`src/rtl/lin_sum_guard.sv`:
```
module lin_sum_guard #(
  parameter int N = 4,
  parameter int W = 8,
  parameter int K = 8,
  parameter int CW = 4,
  parameter logic [N*CW-1:0] COEFS = 16'h75E3,
  parameter int RW = W + CW + $clog2(N) + 1,
  parameter int BW = (RW > 1) ? $clog2(RW) : 1
) (
  input  logic          clk,
  input  logic          rst_n,
  input  logic          vec_vld,
  output logic          vec_rdy,
  input  logic [N*W-1:0] vec_data,
  input  logic          res_vld,
  output logic          res_rdy,
  input  logic [RW-1:0] res_data,
  input  logic          inj_en,
  input  logic [BW-1:0] inj_sel,
  output logic          done,
  output logic          flag_err
);
  localparam int KW  = $clog2(K + 1);
  localparam int SW  = W + $clog2(K) + 1;
  localparam int CKW = RW + $clog2(K) + 2;

  logic [KW-1:0] vec_cnt, res_cnt, vec_cnt_nx, res_cnt_nx;
  logic signed [SW-1:0]  lane_sum [N];
  logic signed [SW-1:0]  lane_sum_nx [N];
  logic signed [CKW-1:0] res_sum, res_sum_nx, chk_dot;
  logic [RW-1:0] res_eff;
  logic vec_take, res_take, close_now;

  assign vec_rdy  = (vec_cnt != KW'(K));
  assign res_rdy  = (res_cnt != KW'(K));
  assign vec_take = vec_vld && vec_rdy;
  assign res_take = res_vld && res_rdy;

  assign res_eff    = res_data ^ (inj_en ? (RW'(1) << inj_sel) : RW'(0));
  assign res_sum_nx = res_take ? res_sum + CKW'($signed(res_eff)) : res_sum;
  assign vec_cnt_nx = vec_take ? vec_cnt + 1'b1 : vec_cnt;
  assign res_cnt_nx = res_take ? res_cnt + 1'b1 : res_cnt;
  assign close_now  = (vec_cnt_nx == KW'(K)) && (res_cnt_nx == KW'(K));

  for (genvar g = 0; g < N; g++) begin : g_lane
    assign lane_sum_nx[g] = vec_take ? lane_sum[g] + SW'($signed(vec_data[g*W +: W]))
                                     : lane_sum[g];
  end

  always_comb begin
    chk_dot = '0;
    for (int i = 0; i < N; i++)
      chk_dot = chk_dot + CKW'(lane_sum_nx[i]) * CKW'($signed(COEFS[i*CW +: CW]));
  end

  always_ff @(posedge clk) begin
    if (!rst_n) begin
      vec_cnt  <= '0;
      res_cnt  <= '0;
      res_sum  <= '0;
      done     <= 1'b0;
      flag_err <= 1'b0;
      for (int i = 0; i < N; i++) lane_sum[i] <= '0;
    end else if (close_now) begin
      vec_cnt  <= '0;
      res_cnt  <= '0;
      res_sum  <= '0;
      done     <= 1'b1;
      flag_err <= (chk_dot != res_sum_nx);
      for (int i = 0; i < N; i++) lane_sum[i] <= '0;
    end else begin
      vec_cnt  <= vec_cnt_nx;
      res_cnt  <= res_cnt_nx;
      res_sum  <= res_sum_nx;
      done     <= 1'b0;
      flag_err <= 1'b0;
      for (int i = 0; i < N; i++) lane_sum[i] <= lane_sum_nx[i];
    end
  end

  p_vec_count_r2: assert property (@(posedge clk) disable iff (!rst_n)
    (vec_take && !close_now) |=> (vec_cnt == $past(vec_cnt) + 1'b1));
  p_vec_hold_r2: assert property (@(posedge clk) disable iff (!rst_n)
    (!vec_take && !close_now) |=> $stable(vec_cnt));
  p_res_count_r3: assert property (@(posedge clk) disable iff (!rst_n)
    (res_take && !close_now) |=> (res_cnt == $past(res_cnt) + 1'b1));
  p_res_hold_r3: assert property (@(posedge clk) disable iff (!rst_n)
    (!res_take && !close_now) |=> $stable(res_cnt));
  p_close_pulse_r4: assert property (@(posedge clk) disable iff (!rst_n)
    close_now |=> done);
  p_restart_r4: assert property (@(posedge clk) disable iff (!rst_n)
    done |-> (vec_rdy && res_rdy));
  p_err_gated_r9: assert property (@(posedge clk) disable iff (!rst_n)
    flag_err |-> done);
endmodule

```
`config.mk`:
```
export PLATFORM = sky130hd
export DESIGN_NAME = lin_sum_guard
export DESIGN_NICKNAME = d
export VERILOG_FILES = /design/src/rtl/lin_sum_guard.sv
export SDC_FILE = /design/constraint.sdc
export NUM_CORES = 1
export LEC_CHECK = 0
export BUFFER_PORTS_ARGS = -buffer_cell sky130_fd_sc_hd__buf_2
export CORE_UTILIZATION = 45
export CTS_CLUSTER_DIAMETER = 80
export CTS_CLUSTER_SIZE = 10
export DETAILED_ROUTE_END_ITERATION = 10
export SLEW_MARGIN = 0
export SYNTH_ARGS = -nofsm -noshare
export SYNTH_HDL_FRONTEND = slang
export SYNTH_SLANG_ARGS = --single-unit
export TNS_END_PERCENT = 10
```
`constraint.sdc`:
```
create_clock -name clk -period 7.9 [get_ports clk]
set_input_delay 0.79 -clock clk [delete_from_list [all_inputs] [get_ports clk]]
set_output_delay 0.79 -clock clk [all_outputs]
set_load 0.02 [all_outputs]
```
== Word level (Yosys, flattened, before mapping) ==
Memory sizes are Yosys's and may differ from the RTL's.
Cells that the tools add are included.

* Register bits after elaboration: 30
* Word-level logic and storage cells: 64
* Memory bits (writable): 48
* Bits of input ports: 56
* Memories: 1
* Output and inout port bits: 4

{| class="wikitable"
|+ Memory list
! memory !! depth !! bits a word !! read ports !! clocked after Yosys merged registers in !! write ports !! RTL line !! RTL
|-
| lane_sum || 4 || 12 || 4 || 0 || 4 || 28 || <nowiki>logic signed [SW-1:0] lane_sum [N];</nowiki>
|}

* Equality and inequality tests: 5
* Mux-type cells: 23
* Multiply operators: 3
* Shift-type cells: 1
* Reduce and logical (&&, ||, !) cells: 5
* Add/subtract/negate cells: 11
* Bitwise operators: 10

{| class="wikitable"
|+ Operators by type and width
! cell !! number
|-
| 12-bit 2-to-1 mux || 12
|-
| 12-bit by 8-bit adder with 12-bit output || 4
|-
| 20-bit by 16-bit adder with 20-bit output || 2
|-
| 12-bit by 4-bit multiplier with 16-bit output, second input constant || 2
|-
| 15-bit by 20-bit adder with 20-bit output || 1
|-
| 20-bit by 15-bit adder with 20-bit output || 1
|-
| 20-bit 2-to-1 mux || 1
|-
| 20-bit inequality test || 1
|-
| 12-bit negation with 19-bit output || 1
|-
| 12-bit by 3-bit multiplier with 15-bit output, second input constant || 1
|-
| 15-bit 2-to-1 mux || 1
|-
| 1-bit by 4-bit << shifter with 15-bit output, first input constant || 1
|-
| 15-bit bitwise XOR || 1
|-
| 4-bit by 1-bit adder with 4-bit output, second input constant || 2
|-
| 4-bit == test, second input constant || 2
|-
| 4-bit 2-to-1 mux || 2
|-
| 4-bit inequality test, second input constant || 2
|-
| 1-bit bitwise OR || 8
|-
| 1-bit 2-to-1 mux || 7
|-
| 1-bit logical AND || 3
|-
| 2-bit AND reduction || 1
|-
| 2-bit OR reduction || 1
|-
| 1-bit inverter || 1
|}

== Longest topological paths before layout ==
Gate-level depths: netlist of the first run.

* Word-level depth: 10
* Gate-level depth with buffers: 31
* Mapped depth without buffers: 31

== Worst setup path before layout of the first run ==
No wires, ideal clock.

* Path type: input-to-reg
* From: input port vec_data[24]
* To: register flag_err
* Setup time: 0.120 ns
* Stages: 28
* Path buffers: 0
* Slack: 0.157 ns
* Required time: 7.780 ns
* Data arrival time: 7.623 ns
* Cell sequence: ha_1 > fa_1 > a21o_1 > a21oi_1 > o21bai_1 > a21oi_1 > o21bai_1 > a21oi_1 > xnor2_1 > o21ai_0 > ha_1 > inv_1 > fa_1 > fa_1 > fa_1 > fa_1 > inv_1 > ha_1 > a21oi_1 > nand2_1 > o211a_1 > o21a_1 > o21a_1 > or3_1 > a2111oi_2 > nand4_1 > a2111o_1 > o31a_1

{| class="wikitable"
|+ RTL lines
! what !! RTL line !! RTL
|-
| start: declaration || 14 || <nowiki>input logic [N*W-1:0] vec_data,</nowiki>
|-
| end signal: assignment || 69 || <nowiki>flag_err <= (chk_dot != res_sum_nx);</nowiki>
|-
| end: declaration || 21 || <nowiki>output logic flag_err</nowiki>
|}

== Worst setup path in the final report of the first run ==
* From: input port vec_data[8]
* To: register flag_err

* Longest elaborated chain between the ends: 7

{| class="wikitable"
|+ Ends and longest elaborated chain
! what !! RTL line !! RTL
|-
| 12-bit by 8-bit adder with 12-bit output || 46 || <nowiki>assign lane_sum_nx[g] = vec_take ? lane_sum[g] + SW'($signed(vec_data[g*W +: W]))</nowiki>
|-
| 12-bit 2-to-1 mux || 46 ||
|-
| 12-bit negation with 19-bit output || 53 || <nowiki>chk_dot = chk_dot + CKW'(lane_sum_nx[i]) * CKW'($signed(COEFS[i*CW +: CW]));</nowiki>
|-
| 15-bit by 20-bit adder with 20-bit output || 53 ||
|-
| 20-bit by 16-bit adder with 20-bit output (2 in a row) || 53 ||
|-
| 20-bit inequality test || 69 ||
|}

Every way passes these cells.
A chain may end at the register's enable or synchronous reset.

==> results of run 1 <==
## final timing paths
path                   from             end  slack, ns  cells past startpoint
max             vec_data[8]        flag_err       0.31                     26
min          lane_sum[2][4]  lane_sum[2][4]       0.48                      2
max reg2reg      vec_cnt[0]        flag_err       0.40                     29
min reg2reg  lane_sum[2][4]  lane_sum[2][4]       0.48                      2
## sequential cells by signal, summed over array words and instances (netlist names)
register and flops:
done 1, flag_err 1, lane_sum 48, res_cnt 4, res_sum 20, vec_cnt 4
## worst register-to-register path, delay by kind of cell, from the launching register on
kind	cells	cell delay, ns
adders and majority gates	7	2.72
AOI/OAI and AO/OA	7	1.56
buffers and inverters	5	0.56
xor gates and xnor gates	1	0.09
muxes	1	0.19
DFF	1	0.44
and+or+nand+nor	8	1.84
## area by class of cell
type	instances	area (um^2)
tap	280	350
timing repair buffer	138	888
multi-input combinational	922	7710
sequential	78	1920
fill	2061	10100
clock buffer	12	289
inverter	136	510
clock inverter	4	30.0
## metal layers
metal / vias up / global-route usage (%) / share of wire, %
met5: - / 0 / 0
met4: 0 / 4.60 / 1.1
met3: 17 / 2.71 / 2.9
met2: 88 / 35.9 / 47
met1: 3697 / 27.9 / 49
li1: 4142 / - / -
## kinds of logic after synthesis
| group | count (synthesis) | share of synthesized area (%) |
|---|---|---|
| and+or+nand+nor | 322 | 15.5 |
| buffers and inverters | 160 | 6.09 |
| xor gates and xnor gates | 108 | 9.75 |
| other | 1 | 0.0374 |
| DFF | 78 | 19.1 |
| muxes | 19 | 1.92 |
| AOI/OAI and AO/OA | 221 | 14.5 |
| adders and majority gates | 216 | 33.1 |
## cells in the final DEF, fill, tap and decap left out, drive strengths merged, types with 15 or more instances in the layout
cell type	instances
inv	140
nand3	15
ha	133
mux2i	17
nand2	80
a21oi	58
xnor2	73
nor2	108
dfxtp	42
xor2	34
conb	36
o21ai	55
buf	138
nor3	20
a21o	16
nor2b	27
fa	83
edfxtp	36
## repair_timing
item,4_1_cts,5_1_grt
buffers inserted,0,1
cloned,0,0
setup endpoints to repair,1,1
gates resized for setup,2,18
endpoints found under the hold margin,0,0
pin swaps,0,13
## through the flow
stage	setup TNS (ns)	setup WS [ns]	hold slack [ns]
2_1_floorplan	0	0.157	0.458
5_1_grt	-0.0121	-0.0121	0.512
6_report	0	0.312	0.484
3_3_place_gp	-0.258	-0.258	0.471
3_5_place_dp	-0.379	-0.379	0.482
4_1_cts	0	0.0610	0.490
==> flow_summary.json, run 1 <==
{
  "status": "completed",
  "synth.most_common_cell": "inv_1",
  "dr.pass1.iters": 6,
  "numPortBuffers": 59,
  "clk_pin_slew_worst_paths_ns": 0.07,
  "h-tree-depth": 3,
  "maxCapViolations": 0,
  "setup_viol_count_final": 0,
  "utilization_pct": 53.6,
  "viasPerCell": 5.06,
  "die_width_um": 151,
  "worstSetupPathType": "input pin to flip-flop",
  "fin_crit_ns": 7.59,
  "placed_area_um2": 11300,
  "dp_hpwl_um": 17900,
  "syn_to_final_growth_pct": 16.6,
  "ys_warn_count": 0,
  "ios": 60,
  "fin_nets": 1557,
  "synthFlopType": "dfxtp_1",
  "yosysTopAreaCellShare_pct": 16.6,
  "cp-end-kind": "flip-flop",
  "critPathRequiredTime_ns": 8.14,
  "async_reset_ff_share_pct": 0,
  "diodes": 0,
  "grt_pass1_vias": 8117,
  "synth-edff-count": 36,
  "die-area_um2": 22900,
  "synth_cells": 1125,
  "rows": 54,
  "antenna_found_initial": 0,
  "ys_types": 79,
  "dpl.cell_count": 1553,
  "drive_above_1_share_pct": 15.2,
  "slew_headroom_pct": 48.1,
  "vias": 7944,
  "worstPathArrival_ns": 7.83,
  "wl_per_cell_um": 13.9,
  "fin_worst_skew_ns": 0.00967,
  "clockRootBuffer": "clkbuf_16",
  "synth_top_cell_by_area": "ha_1",
  "clockBufferDepth": 2,
  "netlist_area_um2": 10000,
  "critPathLaunchType": "input pin",
  "numClockSinks": 78,
  "synthTopCellsByCount": "136 x inv_1, 133 x ha_1, 108 x nor2_1",
  "syn_avg_cell_area_um2": 8.92,
  "path_buf_inv": 4,
  "worst_path_max_delay_cell": "fa_1",
  "fin_crit_sh_pct": 96.0,
  "grt_pass1_wl_um": 37500,
  "drv_slew": 0,
  "final_area_um2": 11700,
  "cts_tree": "done",
  "critical-path-top-delay-family": "adder cells",
  "clock_latency_ns": 0.35,
  "worstMarginPinSlew_ns": 0.778,
  "gp_congestion": 0.829,
  "grt_usage_pct": 20.9,
  "totalWireLength_um": 21800,
  "hold_class": "flip-flop to flip-flop",
  "globalRouteOverflowTotal": 0,
  "die_h_um": 151,
  "drtAntennaViolNets": 0,
  "cts_buffers": 9,
  "cp_max_fo": 3,
  "floorplan.initialDensity_pct": 46.0,
  "synth_area_leaders": "ha_1 17%, fa_1 17%, edfxtp_1 11%",
  "fin_cells": 1570,
  "final_hold_viol_count": 0,
  "drcViolationCount": 0,
  "grt_max_degree": 63,
  "cpMostUsedCell": "fa_1",
  "clock.fmax_ghz": 0.132,
  "core_um2": 21800,
  "yosysSeqAreaShare_pct": 19.1,
  "drt-initial-drc-count": 263,
  "holdBufCountCts": 0,
  "ys_seq_elements": 78,
  "slowest_delay_ns": 0.56
}
Power of run 1 is left out: the tool's default activity adds up to more than one toggle a clock period on the data nets, which glitch-free logic cannot reach.
==> run 2, diff against run 1 <==
--- a/config.mk
+++ b/config.mk
@@ -10,6 +10,7 @@
 export CTS_CLUSTER_DIAMETER = 80
 export CTS_CLUSTER_SIZE = 10
 export DETAILED_ROUTE_END_ITERATION = 10
+export GPL_TIMING_DRIVEN = 0
 export SLEW_MARGIN = 0
 export SYNTH_ARGS = -nofsm -noshare
 export SYNTH_HDL_FRONTEND = slang
==> flow_summary.json, run 2 (synthesized netlist as in run 1, its figures left out) <==
{
  "fin_crit_ns": 7.56,
  "grt_pass1_wl_um": 38000,
  "final_area_um2": 11500,
  "rows": 54,
  "numClockSinks": 78,
  "status": "completed",
  "critPathLaunchType": "flip-flop",
  "drt-initial-drc-count": 361,
  "drive_above_1_share_pct": 12.8,
  "layout_common_cells": "136 x inv_1, 130 x ha_1, 108 x nor2_1, 81 x fa_1, 77 x nand2_1",
  "grt_pass1_vias": 7833,
  "diodes": 0,
  "die_width_um": 151,
  "floorplan.initialDensity_pct": 46.0,
  "whs_ns": 0.489,
  "ff2ff_setup_slack_ns": 0.34,
  "critical-path-top-delay-family": "adder cells",
  "wl_per_cell_um": 14.9,
  "dr.pass1.iters": 4,
  "top_register": "lane_sum",
  "placed_area_um2": 10800,
  "utilization_pct": 52.8,
  "maxCapViolations": 0,
  "hold_class": "flip-flop to flip-flop",
  "syn_to_final_growth_pct": 14.8,
  "dp_hpwl_um": 18500,
  "slew_headroom_pct": 35.5,
  "grt_max_degree": 13,
  "r2r_start": "vec_cnt[0]",
  "vias": 7876,
  "cp-end-kind": "flip-flop",
  "clockBufferDepth": 2,
  "cp_max_fo": 10,
  "largest_register_ffs": 48,
  "numPortBuffers": 57,
  "timing.rr.end": "flag_err",
  "worstPathArrival_ns": 7.79,
  "fillers": 2044,
  "die_h_um": 151,
  "die-area_um2": 22900,
  "fin_worst_skew_ns": 0.00711,
  "clock_latency_ns": 0.35,
  "setup_viol_count_final": 0,
  "ios": 60,
  "clock.fmax_ghz": 0.132,
  "totalWireLength_um": 22700,
  "drcViolationCount": 0,
  "use_met2_pct": 36.9,
  "grt_usage_pct": 21.5,
  "clockRootBuffer": "clkbuf_16",
  "gp_congestion": 0.843,
  "h-tree-depth": 3,
  "critPathRequiredTime_ns": 8.13,
  "hold_end": "vec_cnt[1]",
  "drv_slew": 0,
  "setup_tns_ns": 0,
  "busiest_layer": "met2",
  "path_buf_inv": 4,
  "drtAntennaViolNets": 0,
  "min_path_cells": 2,
  "cpMostUsedCell": "fa_1",
  "cts_buffers": 9,
  "clk_pin_slew_worst_paths_ns": 0.06,
  "viasPerCell": 5.16,
  "top_regs": "lane_sum x48, res_sum x20",
  "fin_nets": 1512,
  "grtUsageMet1_pct": 28.8,
  "worst_path_max_delay_cell": "fa_1",
  "worstRegToRegCells": 27,
  "worstMarginPinSlew_ns": 0.968,
  "use_met3_pct": 2.23,
  "mostFrequentLayoutCell": "inv_1",
  "core_um2": 21800,
  "worstSetupPathType": "flip-flop to flip-flop",
  "hp-start": "vec_cnt[1]",
  "cts_tree": "done",
  "slowest_delay_ns": 0.55,
  "fin_crit_sh_pct": 95.7,
  "globalRouteOverflowTotal": 0,
  "antenna_found_initial": 0,
  "final_hold_viol_count": 0
}
[run 2: cell types whose count changed in the layout (fill, tap and decap cells not counted), sizes merged]
cell and change:
buf -64, inv -4, clkbuf +21, clkinv +1, bufinv +1
[run 2: timing repair]
item / 4_1_cts / 5_1_grt
gates cloned: 0 / 0
pin swaps: 5 / 31
resized for setup: 29 / 59
setup buffers: 3 / 9
setup endpoints to repair: 1 / 1
hold buffers: 0 / 0
[run 2: layer usage]
| layer | up-vias | part of all wire (%) | wire length (um) |
|---|---|---|---|
| li1 | 4040 | - | - |
| met1 | 3692 | 48 | 10800 |
| met2 | 120 | 47 | 10700 |
| met3 | 24 | 3.6 | 817 |
| met4 | 0 | 1.6 | 361 |
| met5 | - | 0 | 0 |
[run 2: cell type report]
class                      instances  area [um^2]  area share [%]
buffer                            24          141            1.23
timing repair buffer              69          375            3.26
clock inverter                     2         35.0           0.304
tap                              280          350            3.04
multi-input combinational        922         7930            68.8
sequential                        78         1930            16.7
clock buffer                      14          254            2.20
inverter                         136          510            4.43
[run 2: metrics by stage]
stage	setup slack, ns	instances
after detailed placement	-0.831	1497
final	0.337	1525
after global placement	-0.830	1497
after global routing	-0.0117	1525
after CTS	0.00283	1516
after floorplan	0.157	1160
[run 2: worst max-delay path by stage]
stage | cells past startpoint | from | slack [ns] | endpoint
finish | 27 | vec_cnt[0] | 0.34 | flag_err
global route | 28 | vec_data[0] | -0.01 | flag_err
CTS | 27 | vec_cnt[0] | 0.003 | flag_err
detailed placement | 26 | vec_vld | -0.83 | flag_err
global placement | 29 | vec_data[24] | -0.83 | flag_err
floorplan | 28 | vec_data[24] | 0.16 | flag_err
[run 2: tightest hold or removal path: stages (launching register included)]
cell and delay, ns:
dfxtp_2 0.34, nand2_1 0.06, a21oi_1 0.05
Power of run 2 is left out for the same reason.
